<file path="src/rtl/evlink_pkg.sv">
package evlink_pkg;
    localparam logic [7:0] K_COMMA = 8'hBC;
    localparam logic [7:0] K_SOF   = 8'h5C;

    typedef enum logic [2:0] {
        TX_IDLE, TX_SOF, TX_LEN, TX_PAY, TX_SUM
    } tx_state_e;

    typedef enum logic [2:0] {
        RX_HUNT, RX_SOF, RX_LEN, RX_PAY, RX_SUM
    } rx_state_e;
endpackage

</file>
<file path="src/rtl/evlink_seg_buf.sv">
module evlink_seg_buf #(
    parameter  int DEPTH = 16,
    parameter  int DW    = 8,
    localparam int AW    = $clog2(DEPTH)
) (
    input  logic          clk,
    input  logic          rst_n,
    input  logic          we,
    input  logic [AW-1:0] waddr,
    input  logic [DW-1:0] wdata,
    input  logic [AW-1:0] raddr,
    output logic [DW-1:0] rdata
);
    logic [DW-1:0] mem [DEPTH];

    for (genvar i = 0; i < DEPTH; i++) begin : g_ent
        always_ff @(posedge clk or negedge rst_n) begin
            if (!rst_n)
                mem[i] <= '0;
            else if (we && (waddr == AW'(i)))
                mem[i] <= wdata;
        end
    end

    assign rdata = mem[raddr];
endmodule

</file>
<file path="src/rtl/evlink_tx.sv">
module evlink_tx
    import evlink_pkg::*;
#(
    parameter  int DEPTH = 16,
    localparam int AW    = $clog2(DEPTH),
    localparam int CW    = $clog2(DEPTH + 1)
) (
    input  logic          clk,
    input  logic          rst_n,
    input  logic [7:0]    ev_code,
    input  logic [7:0]    bus_in,
    input  logic          send_req,
    input  logic [AW-1:0] send_len,
    output logic [AW-1:0] rd_addr,
    input  logic [7:0]    rd_data,
    output logic [15:0]   tx_word,
    output logic [1:0]    tx_k,
    output logic          busy
);
    tx_state_e     st, st_nx;
    logic          ph;          // 1: current cycle is a data cycle
    logic [CW-1:0] len_q;
    logic [AW-1:0] idx;
    logic [7:0]    acc;
    logic [7:0]    lane_b;
    logic          lane_k;
    logic          last_b;

    assign last_b = (CW'(idx) == (len_q - CW'(1)));

    always_comb begin
        st_nx = st;
        unique case (st)
            TX_IDLE: if (send_req)      st_nx = TX_SOF;
            TX_SOF:  if (ph)            st_nx = TX_LEN;
            TX_LEN:  if (ph)            st_nx = TX_PAY;
            TX_PAY:  if (ph && last_b)  st_nx = TX_SUM;
            TX_SUM:  if (ph)            st_nx = TX_IDLE;
            default:                    st_nx = TX_IDLE;
        endcase
    end

    always_ff @(posedge clk or negedge rst_n) begin
        if (!rst_n) st <= TX_IDLE;
        else        st <= st_nx;
    end

    always_comb begin
        lane_b = bus_in;
        lane_k = 1'b0;
        if (ph) begin
            unique case (st)
                TX_IDLE: begin lane_b = K_COMMA;     lane_k = 1'b1; end
                TX_SOF:  begin lane_b = K_SOF;       lane_k = 1'b1; end
                TX_LEN:  lane_b = 8'(len_q);
                TX_PAY:  lane_b = rd_data;
                TX_SUM:  lane_b = acc;
                default: begin lane_b = K_COMMA;     lane_k = 1'b1; end
            endcase
        end
    end

    always_ff @(posedge clk or negedge rst_n) begin
        if (!rst_n) begin
            ph      <= 1'b0;
            tx_word <= '0;
            tx_k    <= '0;
            len_q   <= '0;
            idx     <= '0;
            acc     <= '0;
        end else begin
            ph      <= ~ph;
            tx_word <= {lane_b, ev_code};
            tx_k    <= {lane_k, 1'b0};
            if (st == TX_IDLE && send_req)
                len_q <= CW'(send_len) + CW'(1);
            if (ph && st == TX_LEN) begin
                idx <= '0;
                acc <= '0;
            end else if (ph && st == TX_PAY) begin
                idx <= idx + AW'(1);
                acc <= acc ^ rd_data;
            end
        end
    end

    assign rd_addr = idx;
    assign busy    = (st != TX_IDLE);
endmodule

</file>
<file path="src/rtl/evlink_rx.sv">
module evlink_rx
    import evlink_pkg::*;
#(
    parameter  int DEPTH = 16,
    localparam int AW    = $clog2(DEPTH),
    localparam int CW    = $clog2(DEPTH + 1)
) (
    input  logic        clk,
    input  logic        rst_n,
    input  logic [15:0] rx_word,
    input  logic [1:0]  rx_k,
    output logic        aligned,
    output logic [7:0]  ev_out,
    output logic [7:0]  bus_out,
    output logic        dat_valid,
    output logic [7:0]  dat_byte,
    output logic        seg_end,
    output logic        seg_bad
);
    rx_state_e     st, st_nx;
    logic          dph;         // 1: incoming word is a data cycle
    logic [CW-1:0] len_q;
    logic [AW-1:0] cnt;
    logic [7:0]    acc;
    logic [7:0]    hb;
    logic          hk;
    logic          is_comma;
    logic          bad_len;
    logic          last_b;

    assign hb       = rx_word[15:8];
    assign hk       = rx_k[1];
    assign is_comma = hk && (hb == K_COMMA);
    assign bad_len  = hk || (hb == 8'd0) || (hb > 8'(DEPTH));
    assign last_b   = (CW'(cnt) == (len_q - CW'(1)));

    always_comb begin
        st_nx = st;
        unique case (st)
            RX_HUNT: if (is_comma) st_nx = RX_SOF;
            RX_SOF:  if (dph && hk && hb == K_SOF) st_nx = RX_LEN;
            RX_LEN:  if (dph) st_nx = bad_len ? RX_SOF : RX_PAY;
            RX_PAY:  if (dph && hk)          st_nx = RX_SOF;
                     else if (dph && last_b) st_nx = RX_SUM;
            RX_SUM:  if (dph) st_nx = RX_SOF;
            default: st_nx = RX_HUNT;
        endcase
    end

    always_ff @(posedge clk or negedge rst_n) begin
        if (!rst_n) st <= RX_HUNT;
        else        st <= st_nx;
    end

    always_ff @(posedge clk or negedge rst_n) begin
        if (!rst_n) begin
            aligned   <= 1'b0;
            dph       <= 1'b0;
            ev_out    <= '0;
            bus_out   <= '0;
            dat_valid <= 1'b0;
            dat_byte  <= '0;
            seg_end   <= 1'b0;
            seg_bad   <= 1'b0;
            len_q     <= '0;
            cnt       <= '0;
            acc       <= '0;
        end else begin
            dat_valid <= 1'b0;
            seg_end   <= 1'b0;
            seg_bad   <= 1'b0;
            if (st == RX_HUNT) begin
                if (is_comma) begin
                    aligned <= 1'b1;
                    dph     <= 1'b0;
                end
            end else begin
                dph    <= ~dph;
                ev_out <= rx_k[0] ? 8'h00 : rx_word[7:0];
                if (!dph)
                    bus_out <= hb;
                if (dph) begin
                    unique case (st)
                        RX_LEN: begin
                            len_q <= hb[CW-1:0];
                            cnt   <= '0;
                            acc   <= '0;
                            if (bad_len) begin
                                seg_end <= 1'b1;
                                seg_bad <= 1'b1;
                            end
                        end
                        RX_PAY: begin
                            if (hk) begin
                                seg_end <= 1'b1;
                                seg_bad <= 1'b1;
                            end else begin
                                dat_valid <= 1'b1;
                                dat_byte  <= hb;
                                acc       <= acc ^ hb;
                                cnt       <= cnt + AW'(1);
                            end
                        end
                        RX_SUM: begin
                            seg_end <= 1'b1;
                            seg_bad <= hk || (hb != acc);
                        end
                        default: ;
                    endcase
                end
            end
        end
    end
endmodule

</file>
<file path="src/rtl/evlink_frame_mux.sv">
module evlink_frame_mux #(
    parameter  int DEPTH = 16,
    localparam int AW    = $clog2(DEPTH)
) (
    input  logic          clk,
    input  logic          rst_n,
    input  logic [7:0]    ev_code,
    input  logic [7:0]    bus_in,
    input  logic          buf_we,
    input  logic [AW-1:0] buf_waddr,
    input  logic [7:0]    buf_wdata,
    input  logic          send_req,
    input  logic [AW-1:0] send_len,
    output logic [15:0]   tx_word,
    output logic [1:0]    tx_k,
    output logic          tx_busy,
    input  logic [15:0]   rx_word,
    input  logic [1:0]    rx_k,
    output logic          rx_aligned,
    output logic [7:0]    rx_event,
    output logic [7:0]    rx_bus,
    output logic          rx_dat_valid,
    output logic [7:0]    rx_dat_byte,
    output logic          rx_seg_end,
    output logic          rx_seg_bad
);
    logic [AW-1:0] rd_addr;
    logic [7:0]    rd_data;

    evlink_seg_buf #(.DEPTH(DEPTH), .DW(8)) u_buf (
        .clk   (clk),
        .rst_n (rst_n),
        .we    (buf_we & ~tx_busy),
        .waddr (buf_waddr),
        .wdata (buf_wdata),
        .raddr (rd_addr),
        .rdata (rd_data)
    );

    evlink_tx #(.DEPTH(DEPTH)) u_tx (
        .clk      (clk),
        .rst_n    (rst_n),
        .ev_code  (ev_code),
        .bus_in   (bus_in),
        .send_req (send_req),
        .send_len (send_len),
        .rd_addr  (rd_addr),
        .rd_data  (rd_data),
        .tx_word  (tx_word),
        .tx_k     (tx_k),
        .busy     (tx_busy)
    );

    evlink_rx #(.DEPTH(DEPTH)) u_rx (
        .clk       (clk),
        .rst_n     (rst_n),
        .rx_word   (rx_word),
        .rx_k      (rx_k),
        .aligned   (rx_aligned),
        .ev_out    (rx_event),
        .bus_out   (rx_bus),
        .dat_valid (rx_dat_valid),
        .dat_byte  (rx_dat_byte),
        .seg_end   (rx_seg_end),
        .seg_bad   (rx_seg_bad)
    );
endmodule

</file>
<file path="config.mk">
export PLATFORM = sky130hd
export DESIGN_NAME = evlink_frame_mux
export DESIGN_NICKNAME = d
export VERILOG_FILES = /design/src/rtl/evlink_pkg.sv /design/src/rtl/evlink_seg_buf.sv /design/src/rtl/evlink_tx.sv /design/src/rtl/evlink_rx.sv /design/src/rtl/evlink_frame_mux.sv
export SDC_FILE = /design/constraint.sdc
export NUM_CORES = 1
export LEC_CHECK = 0
export ABC_AREA = 1
export BUFFER_PORTS_ARGS = -buffer_cell sky130_fd_sc_hd__clkbuf_2
export CORE_ASPECT_RATIO = 1.4
export CORE_MARGIN = 4
export CORE_UTILIZATION = 25
export CTS_BUF_LIST = sky130_fd_sc_hd__clkbuf_8
export CTS_CLUSTER_DIAMETER = 200
export DETAILED_ROUTE_END_ITERATION = 16
export HOLD_SLACK_MARGIN = 0.05
export PLACE_DENSITY = 0.47
export SKIP_CTS_REPAIR_TIMING = 1
export SYNTH_ARGS = -nofsm -noshare
export SYNTH_HDL_FRONTEND = slang
export SYNTH_SLANG_ARGS = --single-unit
</file>
<file path="constraint.sdc">
create_clock -name clk -period 2.2 [get_ports clk]
set_clock_uncertainty 0.1 [all_clocks]
set_input_delay 0.22 -clock clk [delete_from_list [all_inputs] [get_ports clk]]
set_output_delay 0.22 -clock clk [all_outputs]
set_load 0.01 [all_outputs]
</file>
==> impl_summary.log <==
[metrics] clock-pin slew on the worst setup and hold paths: 60 ps
[metrics] synthesized netlist cell count: around 1300
[metrics] max-slew violations: 0
[metrics] Fmax: 489.0 MHz
[metrics] Post-Route Setup TNS: 0 ps
[metrics] largest voltage drop on the vdd net: 0.3441 mV
[metrics] # nets final: 1524
[metrics] share of post-route cells with drive strength above 1: 14.79%
[metrics] Final Util: 31.64%
[metrics] Total GRT Usage: 14.05%
[metrics] Worst setup EP type: output pin
[metrics] Cell variety after synth: 39
[metrics] worst-case headroom to the max-slew limit: 58.15%
[metrics] WP data required: about 1900 ps
[metrics] Die Wd: 180.0 um
[metrics] total wire length: 31650 um
[metrics] area grow syn2layout: 24.11%
[metrics] final worst path period share: between 90 and 100%
[metrics] total grt overflow: 0
[metrics] worst stage delay on the critical path: 440 ps
[metrics] Filler Cell Count: ~4300
[metrics] Placement Rows: between 80 and 90
[metrics] total number of yosys warnings: 0
[metrics] antenna violations before repair: 2
[metrics] worst-path cell chain: nor2_2 -> inv_2 -> nor2_4 -> buf_4 -> inv_1 -> clkbuf_2
[metrics] worst-skew pair later-pin latency: around 570 ps
[metrics] number of global-route vias before repair: a little under 9000
[metrics] final weighted congestion of routability-driven global placement: between 0.8 and 0.9
[metrics] drt initial violations: 652
[metrics] buffers plus inverters on the worst setup path: 4
[metrics] number of buffers inserted during clock tree synthesis: 37
[metrics] Die Y-Extent: 248.7 um
[metrics] nature of the critical path startpoint: flip-flop
[metrics] outcome: completed
[metrics] unrepaired setup endpoints after global routing: false
[metrics] pin count of the biggest net entering global routing: just under 70
[metrics] average wire length per cell after detail routing: 15.64 um
[metrics] class of the most critical hold timing path: in2async
[metrics] sequential area share after synthesis: 51.98%
[metrics] # setup viols final: 0
[metrics] CTS Root Cell: sky130_fd_sc_hd__clkbuf_8
[metrics] number of vias per cell after detailed routing: roughly 4.5
[metrics] level count of the clock H-tree: 2
[metrics] Worst-Margin Slew: 627.7 ps
[metrics] effective utilization at floorplan: 25.49%
[metrics] maximum fanout along the worst path: 5
[metrics] Top delay family on crit path: flip-flops
[metrics] most common library cell in the layout ignoring fill and taps: sky130_fd_sc_hd__nand2_1
[metrics] static power due to leakage: around 6.3 nW
[metrics] Worst Setup Path Type: reg2out
[metrics] number of max-cap violations: 0
[metrics] Mapped Avg Cell Area: roughly 8.0 sq um
[metrics] total via count after detailed routing: 9055
[metrics] first-pass iteration count of the detailed router: 8
[metrics] Die ar.: 44760 sq um
[metrics] total count of hold-check failures in the final report: 0
[metrics] count of port buffers added during placement: 99
[metrics] power density cells: around 1300 nW/um^2
[metrics] TritonCTS clock tree: done
[metrics] total number of clock tree sinks: 215
[metrics] clock buffer depth: 3
[metrics] wire length of the first global-routing pass: ~51000 um
[metrics] arrival time of the worst setup path: approximately 1700 ps
[metrics] Routed Antenna Nets: 0
[metrics] post-synthesis net count: between 1000 and 1500
[metrics] I/O pins: 101
[metrics] fin crit period: 2045 ps
[metrics] most used cells in the layout excluding fill and tap cells: 368 x sky130_fd_sc_hd__nand2_1, 214 x sky130_fd_sc_hd__dfrtp_1, 168 x sky130_fd_sc_hd__inv_1
[metrics] Core Footprint: 40600 sq um
[metrics] Max stage delay cell, worst path: sky130_fd_sc_hd__dfrtp_1
[metrics] residual DRC count: 0
[metrics] cell area after synthesis: approximately 10000 sq um
[metrics] number of synthesized register bits: 215
[metrics] DP Wirelength: 22090 um
registers in the layout, indices dropped and copies added, names as in the netlist, 4 cells and up:
register,flops
u_buf.mem,128
u_rx.bus_out,8
u_tx.len_q,5
u_rx.ev_out,8
u_tx.tx_word,16
u_tx.rd_addr,4
u_tx.acc,8
u_rx.dat_byte,8
u_rx.acc,8
u_rx.cnt,4
u_rx.len_q,5
routing by layer:
layer	global-route usage, %	routed length, um	vias to the layer above
li1	-	-	4471
met1	17.84	13730	4294
met2	23.91	15420	228
met3	2.688	1461	62
met4	4.923	1031	0
met5	0	0	-
kinds of logic after synthesis:
group	after synthesis	share of synthesized area [%]
AO/OA/AOI/OAI	229	11.82
XOR/XNOR	17	1.439
adder cells (fa/ha/maj)	5	0.6044
buffers and inverters	220	8.474
flip-flops	215	51.98
other	1	0.03623
AND/OR/NAND/NOR	606	25.64
power by group:
part | leakage [nW] | switching [mW] | internal (mW)
combinational | 3.26 | 4.26 | 2.46
sequential | 2.59 | 0.825 | 5.71
clock | 0.398 | 1.69 | 1.77
total | 6.25 | 6.78 | 9.94
cell type report:
cell class | instances | area (sq um) | area share (%)
timing repair buffer | 193 | 1424 | 11.09
multi-input combinational | 858 | 4093 | 31.86
sequential | 215 | 5381 | 41.90
tap | 534 | 668.1 | 5.202
clock inverter | 18 | 81.33 | 0.6332
inverter | 160 | 600.6 | 4.676
clock buffer | 43 | 591.8 | 4.607
antenna | 2 | 5.005 | 0.03896
final timing paths:
kind                                          start                          end  slack, ps  depth (start not counted)
min in group clk                             buf_we   u_buf.mem[117]$_DFFE_PN0P_        140                          4
max reg2reg                  u_tx.st[0]$_DFFE_PN0P_    u_buf.mem[62]$_DFFE_PN0P_        260                          8
min reg2reg                u_rx.aligned$_DFFE_PN0P_     u_rx.aligned$_DFFE_PN0P_        380                          1
max                          u_tx.st[0]$_DFFE_PN0P_                      tx_busy        150                          6
max in group asynchronous                     rst_n    u_buf.mem[92]$_DFFE_PN0P_       1150                          3
min                                           rst_n  u_rx.bus_out[6]$_DFFE_PN0P_         90                          2
cell usage after synthesis:
master	count	area [sq um]
sky130_fd_sc_hd__o21ai_0	136	680.7
sky130_fd_sc_hd__ha_1	5	62.56
sky130_fd_sc_hd__nor4_4	4	85.08
sky130_fd_sc_hd__o22ai_1	1	6.260
sky130_fd_sc_hd__nand3_1	113	565.5
sky130_fd_sc_hd__nor2_1	73	274.0
sky130_fd_sc_hd__clkbuf_2	1	5.000
sky130_fd_sc_hd__buf_4	5	37.54
sky130_fd_sc_hd__dfrtp_1	215	5380
sky130_fd_sc_hd__nor3_1	6	30.03
sky130_fd_sc_hd__xnor2_1	8	70.07
sky130_fd_sc_hd__a21oi_1	34	170.2
sky130_fd_sc_hd__nor3_4	4	65.06
sky130_fd_sc_hd__clkbuf_1	30	112.6
sky130_fd_sc_hd__nor2_4	1	11.26
sky130_fd_sc_hd__and3_1	1	6.260
sky130_fd_sc_hd__nand2_2	4	25.02
sky130_fd_sc_hd__or2_2	8	50.05
sky130_fd_sc_hd__buf_2	19	95.09
sky130_fd_sc_hd__inv_2	2	7.510
sky130_fd_sc_hd__nand4_1	10	62.56
sky130_fd_sc_hd__nand3b_1	1	7.510
sky130_fd_sc_hd__buf_6	1	11.26
sky130_fd_sc_hd__o2bb2ai_1	3	26.28
sky130_fd_sc_hd__clkinv_1	5	18.77
sky130_fd_sc_hd__o21a_1	2	15.01
sky130_fd_sc_hd__nand2_1	368	1381
sky130_fd_sc_hd__o211ai_1	13	97.59
sky130_fd_sc_hd__conb_1	1	3.750
sky130_fd_sc_hd__nor2_2	10	62.56
sky130_fd_sc_hd__nor4_1	1	6.260
sky130_fd_sc_hd__nand2_4	1	11.26
sky130_fd_sc_hd__inv_1	153	574.3
sky130_fd_sc_hd__o21bai_1	2	15.01
sky130_fd_sc_hd__buf_1	4	15.01
sky130_fd_sc_hd__a22o_1	6	52.55
sky130_fd_sc_hd__xor2_1	9	78.83
sky130_fd_sc_hd__o21ai_1	32	160.2
sky130_fd_sc_hd__nor3_2	1	10.01
through the flow:
stage	hold WS [ps]	total power [mW]	instances	area (sq um)	setup slack [ps]
2_1_floorplan	-175.6	11.03	1293	10350	443.6
5_1_grt	124.7	18.25	2022	12840	30.65
3_3_place_gp	141.3	13.20	1905	11620	327.4
6_report	92.61	16.72	2023	12840	154.9
4_1_cts	-493.8	16.90	1966	12290	107.5
3_5_place_dp	138.1	13.28	1905	11620	303.7
No activity file was read; power rests on OpenSTA's default activity.
